### src/rtl/qenc_pkg.sv
package qenc_pkg;

  typedef enum logic {
    MODE_QUAD    = 1'b0,
    MODE_STEPDIR = 1'b1
  } qenc_mode_e;

  // Position of an {a,b} pair in the forward cycle 00,10,11,01
  function automatic logic [1:0] quad_phase(input logic a, input logic b);
    return {b, a ^ b};
  endfunction

endpackage

### src/rtl/qenc_sync.sv
module qenc_sync #(
  parameter int W      = 4,
  parameter int STAGES = 2
) (
  input  logic         clk_i,
  input  logic         rst_ni,
  input  logic [W-1:0] d_i,
  output logic [W-1:0] q_o
);

  logic [W-1:0] st_q [STAGES];

  always_ff @(posedge clk_i or negedge rst_ni) begin
    if (!rst_ni) st_q[0] <= '0;
    else         st_q[0] <= d_i;
  end

  for (genvar s = 1; s < STAGES; s++) begin : g_stage
    always_ff @(posedge clk_i or negedge rst_ni) begin
      if (!rst_ni) st_q[s] <= '0;
      else         st_q[s] <= st_q[s-1];
    end
  end

  assign q_o = st_q[STAGES-1];

endmodule

### src/rtl/qenc_glitch_filter.sv
module qenc_glitch_filter #(
  parameter int LONG  = 15,
  parameter int SHORT = 3
) (
  input  logic clk_i,
  input  logic rst_ni,
  input  logic long_i,
  input  logic raw_i,
  output logic filt_o
);

  localparam int CW = $clog2(LONG + 1);
  localparam logic [CW-1:0] LIM_LONG  = CW'(LONG - 1);
  localparam logic [CW-1:0] LIM_SHORT = CW'(SHORT - 1);

  logic [CW-1:0] run_q;
  logic [CW-1:0] lim;
  logic          filt_q;

  always_comb lim = long_i ? LIM_LONG : LIM_SHORT;

  // run_q counts consecutive samples that disagree with the filtered level
  always_ff @(posedge clk_i or negedge rst_ni) begin
    if (!rst_ni) begin
      run_q  <= '0;
      filt_q <= 1'b0;
    end else if (raw_i == filt_q) begin
      run_q <= '0;
    end else if (run_q >= lim) begin
      filt_q <= raw_i;
      run_q  <= '0;
    end else begin
      run_q <= run_q + 1'b1;
    end
  end

  assign filt_o = filt_q;

endmodule

### src/rtl/qenc_motion_dec.sv
module qenc_motion_dec
  import qenc_pkg::*;
(
  input  logic       clk_i,
  input  logic       rst_ni,
  input  qenc_mode_e mode_i,
  input  logic       a_i,
  input  logic       b_i,
  output logic       inc_o,
  output logic       dec_o,
  output logic       bad_o
);

  logic       a_q, b_q;
  logic [1:0] diff;

  always_ff @(posedge clk_i or negedge rst_ni) begin
    if (!rst_ni) begin
      a_q <= 1'b0;
      b_q <= 1'b0;
    end else begin
      a_q <= a_i;
      b_q <= b_i;
    end
  end

  always_comb diff = quad_phase(a_i, b_i) - quad_phase(a_q, b_q);

  always_comb begin
    inc_o = 1'b0;
    dec_o = 1'b0;
    bad_o = 1'b0;
    if (mode_i == MODE_STEPDIR) begin
      if (a_i && !a_q) begin
        inc_o = b_i;
        dec_o = !b_i;
      end
    end else begin
      unique case (diff)
        2'd1:    inc_o = 1'b1;
        2'd3:    dec_o = 1'b1;
        2'd2:    bad_o = 1'b1;
        default: ;
      endcase
    end
  end

endmodule

### src/rtl/qenc_index_qual.sv
module qenc_index_qual (
  input  logic clk_i,
  input  logic rst_ni,
  input  logic idx_i,
  input  logic mask_i,
  input  logic rise_i,
  input  logic mask_en_i,
  input  logic mask_low_i,
  output logic evt_o
);

  logic idx_q;
  logic edge_hit;
  logic mask_ok;

  always_ff @(posedge clk_i or negedge rst_ni) begin
    if (!rst_ni) idx_q <= 1'b0;
    else         idx_q <= idx_i;
  end

  always_comb begin
    edge_hit = rise_i ? (idx_i && !idx_q) : (!idx_i && idx_q);
    mask_ok  = !mask_en_i || (mask_i ^ mask_low_i);
    evt_o    = edge_hit && mask_ok;
  end

endmodule

### src/rtl/qenc_counter.sv
module qenc_counter
  import qenc_pkg::*;
#(
  parameter int CNT_W       = 32,
  parameter int FILT_LONG   = 15,
  parameter int FILT_SHORT  = 3,
  parameter int SYNC_STAGES = 2
) (
  input  logic             clk_i,
  input  logic             rst_ni,
  input  logic             enc_a_i,
  input  logic             enc_b_i,
  input  logic             enc_idx_i,
  input  logic             enc_mask_i,
  input  logic             filt_long_i,
  input  logic             step_dir_i,
  input  logic             idx_rise_i,
  input  logic             mask_en_i,
  input  logic             mask_low_i,
  input  logic             cnt_clr_i,
  input  logic             idx_req_i,
  output logic [CNT_W-1:0] count_o,
  output logic [CNT_W-1:0] raw_o,
  output logic             idx_armed_o,
  output logic             quad_err_o
);

  localparam int N_FILT = 3;          // A, B, Index
  localparam int N_SYNC = N_FILT + 1; // plus Index-Mask

  logic [N_SYNC-1:0] pins_s;
  logic [N_FILT-1:0] pins_f;
  logic              step_inc, step_dec, step_bad;
  logic              idx_evt, idx_hit;
  logic              req_q, armed_q, err_q;
  logic [CNT_W-1:0]  count_q, raw_q;

  qenc_sync #(.W(N_SYNC), .STAGES(SYNC_STAGES)) u_sync (
    .clk_i  (clk_i),
    .rst_ni (rst_ni),
    .d_i    ({enc_mask_i, enc_idx_i, enc_b_i, enc_a_i}),
    .q_o    (pins_s)
  );

  for (genvar c = 0; c < N_FILT; c++) begin : g_filt
    qenc_glitch_filter #(.LONG(FILT_LONG), .SHORT(FILT_SHORT)) u_filt (
      .clk_i  (clk_i),
      .rst_ni (rst_ni),
      .long_i (filt_long_i),
      .raw_i  (pins_s[c]),
      .filt_o (pins_f[c])
    );
  end

  qenc_motion_dec u_dec (
    .clk_i  (clk_i),
    .rst_ni (rst_ni),
    .mode_i (step_dir_i ? MODE_STEPDIR : MODE_QUAD),
    .a_i    (pins_f[0]),
    .b_i    (pins_f[1]),
    .inc_o  (step_inc),
    .dec_o  (step_dec),
    .bad_o  (step_bad)
  );

  qenc_index_qual u_idx (
    .clk_i      (clk_i),
    .rst_ni     (rst_ni),
    .idx_i      (pins_f[2]),
    .mask_i     (pins_s[3]),
    .rise_i     (idx_rise_i),
    .mask_en_i  (mask_en_i),
    .mask_low_i (mask_low_i),
    .evt_o      (idx_evt)
  );

  assign idx_hit = armed_q && idx_evt;

  // One-shot arming: only a fresh request edge sets the flag
  always_ff @(posedge clk_i or negedge rst_ni) begin
    if (!rst_ni) begin
      req_q   <= 1'b0;
      armed_q <= 1'b0;
    end else begin
      req_q <= idx_req_i;
      if (idx_hit)                    armed_q <= 1'b0;
      else if (idx_req_i && !req_q)   armed_q <= 1'b1;
    end
  end

  always_ff @(posedge clk_i or negedge rst_ni) begin
    if (!rst_ni) begin
      count_q <= '0;
      raw_q   <= '0;
      err_q   <= 1'b0;
    end else begin
      if (step_bad) err_q <= 1'b1;
      if (step_inc)      raw_q <= raw_q + 1'b1;
      else if (step_dec) raw_q <= raw_q - 1'b1;
      if (cnt_clr_i || idx_hit) count_q <= '0;
      else if (step_inc)        count_q <= count_q + 1'b1;
      else if (step_dec)        count_q <= count_q - 1'b1;
    end
  end

  assign count_o     = count_q;
  assign raw_o       = raw_q;
  assign idx_armed_o = armed_q;
  assign quad_err_o  = err_q;

endmodule

### config.mk
export PLATFORM = sky130hd
export DESIGN_NAME = qenc_counter
export DESIGN_NICKNAME = d
export VERILOG_FILES = /design/src/rtl/qenc_pkg.sv /design/src/rtl/qenc_sync.sv /design/src/rtl/qenc_glitch_filter.sv /design/src/rtl/qenc_motion_dec.sv /design/src/rtl/qenc_index_qual.sv /design/src/rtl/qenc_counter.sv
export SDC_FILE = /design/constraint.sdc
export NUM_CORES = 1
export LEC_CHECK = 0
export ABC_AREA = 1
export CAP_MARGIN = 5
export CORE_MARGIN = 5
export CORE_UTILIZATION = 45
export CTS_BUF_LIST = sky130_fd_sc_hd__clkbuf_8
export DETAILED_ROUTE_END_ITERATION = 6
export HOLD_SLACK_MARGIN = 0.03
export MAX_ROUTING_LAYER = met4
export PLACE_DENSITY_LB_ADDON = 0.25
export SYNTH_ARGS = -nofsm -noshare
export SYNTH_HDL_FRONTEND = slang
export SYNTH_SLANG_ARGS = --single-unit
export TNS_END_PERCENT = 30
### constraint.sdc
create_clock -name clk_i -period 3.6 [get_ports clk_i]
set_input_delay 0.9 -clock clk_i [delete_from_list [all_inputs] [get_ports clk_i]]
set_output_delay 0.9 -clock clk_i [all_outputs]
set_load 0.03 [all_outputs]
* After elaboration in Yosys (flattened, before gate mapping) *
Cells that the tools add are included.

storage, ports and cells
  bits in registers = 93
  input port bits = 13
  word-level logic and storage cells = 83
  output and inout bits = 66

cells by class
  muxes and demuxes = 24
  reduce and logical (&&, ||, !) cells = 20
  bitwise logic cells = 6
  magnitude comparators = 3
  equality and inequality tests = 6
  $add $sub $neg = 8

operator list
  operator                                                                count
  32-bit 2-to-1 mux                                                       5
  32-bit by 1-bit adder with 32-bit output (second input constant)        2
  32-bit by 1-bit subtractor with 32-bit output (second input constant)   2
  4-bit 2-to-1 mux                                                        7
  4-bit by 1-bit adder with 4-bit output (second input constant)          3
  4-bit >= comparator                                                     3
  1-bit 2-to-1 mux                                                        12
  1-bit logical AND                                                       6
  1-bit zero test                                                         6
  2-bit AND reduction                                                     3
  2-bit equality test (second input constant)                             2
  2-bit nonzero test                                                      2
  1-bit equality test                                                     3
  1-bit inverter                                                          3
  3-bit nonzero test                                                      1
  1-bit bitwise XOR                                                       3
  2-bit by 1-bit equality test with 1-bit output (second input constant)  1
  1-bit logical OR                                                        2
  2-bit subtractor                                                        1

* Logic depth before layout (Yosys ltp) *
  depth in word-level cells = 8
  mapped depth = 24
  mapped depth without buffers = 21

* Hierarchy *
From an unflattened synthesis, not the netlist that was laid out.

unflattened totals
  cells, all modules = 1,371
  area, all modules = 8,478.1 um^2

by module, submodules not included
  module              times used  cells an instance  area an instance (um^2)  seq. area each (um^2)
  qenc_counter        1           1,207              7,059.3                  1,676.6
  qenc_glitch_filter  3           38                 315.3                    125.1
  qenc_sync           1           12                 230.2                    200.2
  qenc_motion_dec     1           24                 165.2                    50.0
  qenc_index_qual     1           14                 77.6                     25.0

* Least setup slack after synthesis *
Ideal clock, no wire load.

  path type = reg-to-reg
  start = register g_filt[1].u_filt.filt_q
  end = register count_q[30], in the netlist count_o[30]
  setup time = 0.118 ns
  required time = 3.482 ns
  stages on the path, launching flop included = 21
  data arrival time = 2.843 ns
  clock period less this slack = 2.962 ns
  path buffers = 3
  setup slack = 0.638 ns
  path through = dfrtp_1 -> buf_4 -> xnor2_1 -> ha_1 -> nor2_1 -> nand3_4 -> nand2_4 -> inv_4 -> buf_2 -> buf_1 -> ha_1 -> inv_1 -> nor2_1 -> nand2_1 -> nor2_1 -> and2_1 -> nand2_1 -> nand2_1 -> nand2_1 -> nand3_1 -> nand2_1

between the ends
  word-level cells in the longest chain between the ends = 7
  elaborated cells between the ends (all ways) = 14
  those cells by class = 1 x add/sub; 2 x eq/ne; 8 x mux; 1 x bitwise; 2 x reduce/logical

ends and longest elaborated chain
  what                                            line                      text
  from (decl)                                     qenc_glitch_filter.sv:18  logic filt_q;
  from (signal assigned)                          qenc_glitch_filter.sv:30  filt_q <= raw_i;
  1-bit bitwise XOR                               qenc_pkg.sv:10            return {b, a ^ b};
  2-bit subtractor                                qenc_motion_dec.sv:27     always_comb diff = quad_phase(a_i, b_i) - quad_phase(a_q, b_q);
  2-bit by 1-bit equality test with 1-bit output  qenc_motion_dec.sv:39     unique case (diff)
  1-bit 2-to-1 mux                                qenc_motion_dec.sv:39
  1-bit 2-to-1 mux                                qenc_motion_dec.sv:33     if (mode_i == MODE_STEPDIR) begin
  32-bit 2-to-1 mux                               qenc_counter.sv:101       else if (step_inc) count_q <= count_q + 1'b1;
  32-bit 2-to-1 mux                               qenc_counter.sv:100       if (cnt_clr_i || idx_hit) count_q <= '0;
  to (signal assigned)                            qenc_counter.sv:101
  to (signal assigned)                            qenc_counter.sv:102       else if (step_dec) count_q <= count_q - 1'b1;
  to (decl)                                       qenc_counter.sv:36        logic [CNT_W-1:0] count_q, raw_q;

Parallel ways exist; a longest one is shown, timed or not.
A chain may end at the register's enable or synchronous reset.

* Worst setup path after layout *
  start = input port step_dir_i
  end = register count_q[27], in the netlist count_o[27]

between the ends
  word-level cells in the longest chain between the ends = 4
  elaborated cells between the ends (all ways) = 6
  those cells by class = 5 x mux; 1 x reduce/logical

ends and longest elaborated chain
  what                line                   text
  from (decl)         qenc_counter.sv:16     input logic step_dir_i,
  1-bit 2-to-1 mux *  qenc_counter.sv:58     .mode_i (step_dir_i ? MODE_STEPDIR : MODE_QUAD),
  1-bit 2-to-1 mux    qenc_motion_dec.sv:33
  32-bit 2-to-1 mux   qenc_counter.sv:101
  32-bit 2-to-1 mux   qenc_counter.sv:100

Every way passes the cells marked *; elsewhere a longest branch is shown, timed or not.

==> summary.txt <==
Run status
  • Status: completed

Cells and area
  • Ant diodes: 0
  • Highest-count cells in the layout ignoring fill and taps: 434 x nand2_1, 154 x inv_1, 116 x nor2_1
  • Share of post-route cells with drive strength above 1: around 4.4%
  • Fin cells: between 1,000 and 1,500
  • Area Growth Syn to Fin: 16.7%
  • Commonest non-fill, non-tap cell in the layout: nand2_1
  • Final Util: 53.3%
  • Nets: 1,295

Drt
  • First-pass iteration count of the detailed router: 5
  • Vias/cell: 5.25
  • Vias: 7,832
  • DR iter-0 viols: 527
  • Total Wirelength: 21,200 um
  • Drt drc: 0
  • DR WL/cell: between 10 and 15 um
  • Final ANT Viol Nets: 0

Flow run
  • Max cap viols: 0

Die
  • Die width: between 100 and 150 um
  • Starting density of the core: 45.7%
  • CORE AREA: around 0.017 sq mm
  • Die area: 0.0195 sq mm
  • Site Rows: 47
  • Die height: 140 um
  • I/O pin count: 79

Timing
  • Layout Skew: 0.0122 ns
  • Setup TNS: 0 ns
  • RSZ-0062 raised after global routing: no
  • Slew margin rel.: 53.8%
  • Final Max Slew Viols: 0
  • Max Freq: around 330 MHz
  • Count of final setup violators: 0
  • Slew @ Worst Pin: 0.685 ns
  • Final min period: 3.06 ns
  • Period utilisation layout: 85.1%
  • Min Hold Slack: about 0.36 ns
  • Final Hold Viols: 0

Clock tree
  • Post-cts sizing count: 0
  • Clock transition at path regs: 0.12 ns
  • Root buffer cell: clkbuf_8
  • Sink Count: 93
  • Max H-tree Level: 3
  • CTS buffer count: 9
  • Worst-skew pair later-pin latency: roughly 0.4 ns
  • Hold Buf Count CTS: 0
  • CTS tree: yes
  • Total setup buffers inserted after CTS: 0
  • CTS Buffer Depth: 2

Global route
  • GRT Overall Usage: 22.3%
  • GRT Residual Overflow: 0
  • Largest net degree at the start of global routing: 94
  • First-pass GRT wire length: about 35,000 um
  • Initial antenna violation count: 0
  • Vias in the first global route: roughly 7,100

Worst setup path
  • CP max-delay cell: clkdlybuf4s50_1
  • Crit path to: count_o[27]
  • Crit path launch type: input port
  • Crit path buf inv count: 3
  • CP Depth: 16
  • CP Data Arrival Time: 3.35 ns
  • R2r endpoint: count_o[27]
  • Worst EP required: slightly below 4 ns
  • R2r startpoint: g_filt[0].u_filt.filt_o
  • Internal reg-to-reg setup slack: about 0.58 ns
  • Critical path class: input port to flip-flop
  • Crit. End Element: flip-flop
  • Critical Path Source: step_dir_i
  • R2r worst-path depth: 17
  • Most Frequent Cell on Critical Path: nand2_1
  • Cell family with most CP delay: simple AND/OR/NAND/NOR gates
  • Crit-path cells: clkdlybuf4s50_1 -> nor2_1 -> nand3_4 -> nand2_4 -> inv_4 -> buf_12 -> nand2_1 -> nand2_1 -> nor2_1 -> nand2_1 -> o21ai_0 -> a21oi_1 -> nand2_1 -> nand2_1 -> nand3_1 -> nand2_1
  • Critical path's largest stage delay: 0.48 ns
  • CP Max Fanout: 40

Placed design
  • RePlAce Congestion: approximately 1
  • Placed instance count: 1,475
  • Input/output buffers: 78
  • Post-DP HPWL: 15,800 um

Yosys
  • Synth top area cells: dfrtp_1 31%, nand2_1 22%, inv_1 7.7%
  • Synth cell types: 42
  • Register area share after synthesis: 30.8%
  • #FFs+latches synth: 93
  • Cell Area, Synth: around 0.0075 sq mm
  • Mapped Cells: approximately 1,200
  • Synth area leader: dfrtp_1
  • Syn nets: 1,220
  • Top cell type's share of synthesized area: 30.8%
  • Synth Area per Inst: 6.34 sq um
  • YS warnings: 0

Hold path
  • HP Class: flip-flop to flip-flop
through the flow:
| stage | worst slack, ns | cell area, sq um |
|---|---|---|
| after global routing | 0.243 | 8810 |
| after floorplan | 0.638 | 7550 |
| after global placement | 0.195 | 8610 |
| after detailed placement | 0.152 | 8610 |
| after CTS | 0.574 | 8810 |
| final | 0.536 | 8810 |
kinds of logic after synthesis:
group | Yosys count | synth area share [%]
flip-flops | 93 | 30.8
multiplexers | 1 | 0.149
adder cells (fa/ha/maj) | 16 | 2.65
buffers and inverters | 188 | 10.2
XOR/XNOR | 34 | 4.24
AO/OA/AOI/OAI | 162 | 13.7
AND/OR/NAND/NOR | 697 | 38.3
area by class of cell:
type                       count  area [sq um]
timing repair buffer          93           953
multi-input combinational    910          4450
inverter                     159           599
tap                          220           275
sequential                    93          2330
clock inverter                 7          80.1
clock buffer                   9           124
fill                        1667          7710
worst min-delay path by stage:
| stage | cells past startpoint | endpoint | from | slack (ns) |
|---|---|---|---|---|
| finish | 0 | u_sync.q_o[3] | u_sync.st_q[7] | 0.36 |
| global route | 0 | u_sync.q_o[3] | u_sync.st_q[7] | 0.38 |
| CTS | 0 | u_sync.q_o[3] | u_sync.st_q[7] | 0.37 |
| detailed placement | 0 | u_sync.q_o[3] | u_sync.st_q[7] | 0.34 |
| global placement | 0 | u_sync.q_o[1] | u_sync.st_q[5] | 0.34 |
| floorplan | 0 | u_sync.q_o[0] | u_sync.st_q[4] | 0.33 |
layer usage:
| metal | part of all wire, % | vias up | GRT usage (%) |
|---|---|---|---|
| met1 | 47 | 3554 | 30.3 |
| met3 | 4.7 | 38 | 3.05 |
| met5 | 0 | - | - |
| met4 | 2.4 | 0 | 6.90 |
| met2 | 45 | 225 | 34.7 |
| li1 | - | 4015 | - |
flip-flops by register name (all words and copies together) (netlist names):
name / flops
u_dec.b_q: 1
u_dec.a_q: 1
req_q: 1
g_filt.u_filt.run_q: 12
count_o: 32
u_idx.idx_q: 1
u_sync.st_q: 4
raw_o: 32
idx_armed_o: 1
u_sync.q_o: 4
g_filt.u_filt.filt_o: 3
quad_err_o: 1
synth_stat cells (all sizes together):
cell type / n
a21oi: 28
a31oi: 2
a41oi: 1
and2: 14
buf: 20
clkbuf: 9
dfrtp: 93
ha: 16
inv: 159
mux2: 1
nand2: 439
nand3: 100
nand3b: 5
nand4: 5
nor2: 118
nor3: 12
nor4: 3
o211ai: 1
o21ai: 65
o21bai: 3
o22ai: 15
o41ai: 47
or2: 1
xnor2: 11
xor2: 23
worst register-to-register path, cell delays in order (launching register included):
cell and delay [ns]:
dfrtp_1 0.49, xnor2_1 0.17, ha_1 0.32, nor2_1 0.22, nand3_4 0.11, nand2_4 0.11, inv_4 0.06, buf_12 0.16
nand2_1 0.09, nand2_1 0.11, nor2_1 0.20, nand2_1 0.13, o21ai_0 0.33, a21oi_1 0.15, nand2_1 0.10, nand2_1 0.05
nand3_1 0.08, nand2_1 0.05
Power is not shown: default switching activity piles up to over one toggle a cycle in this logic, so the estimate is an artifact.
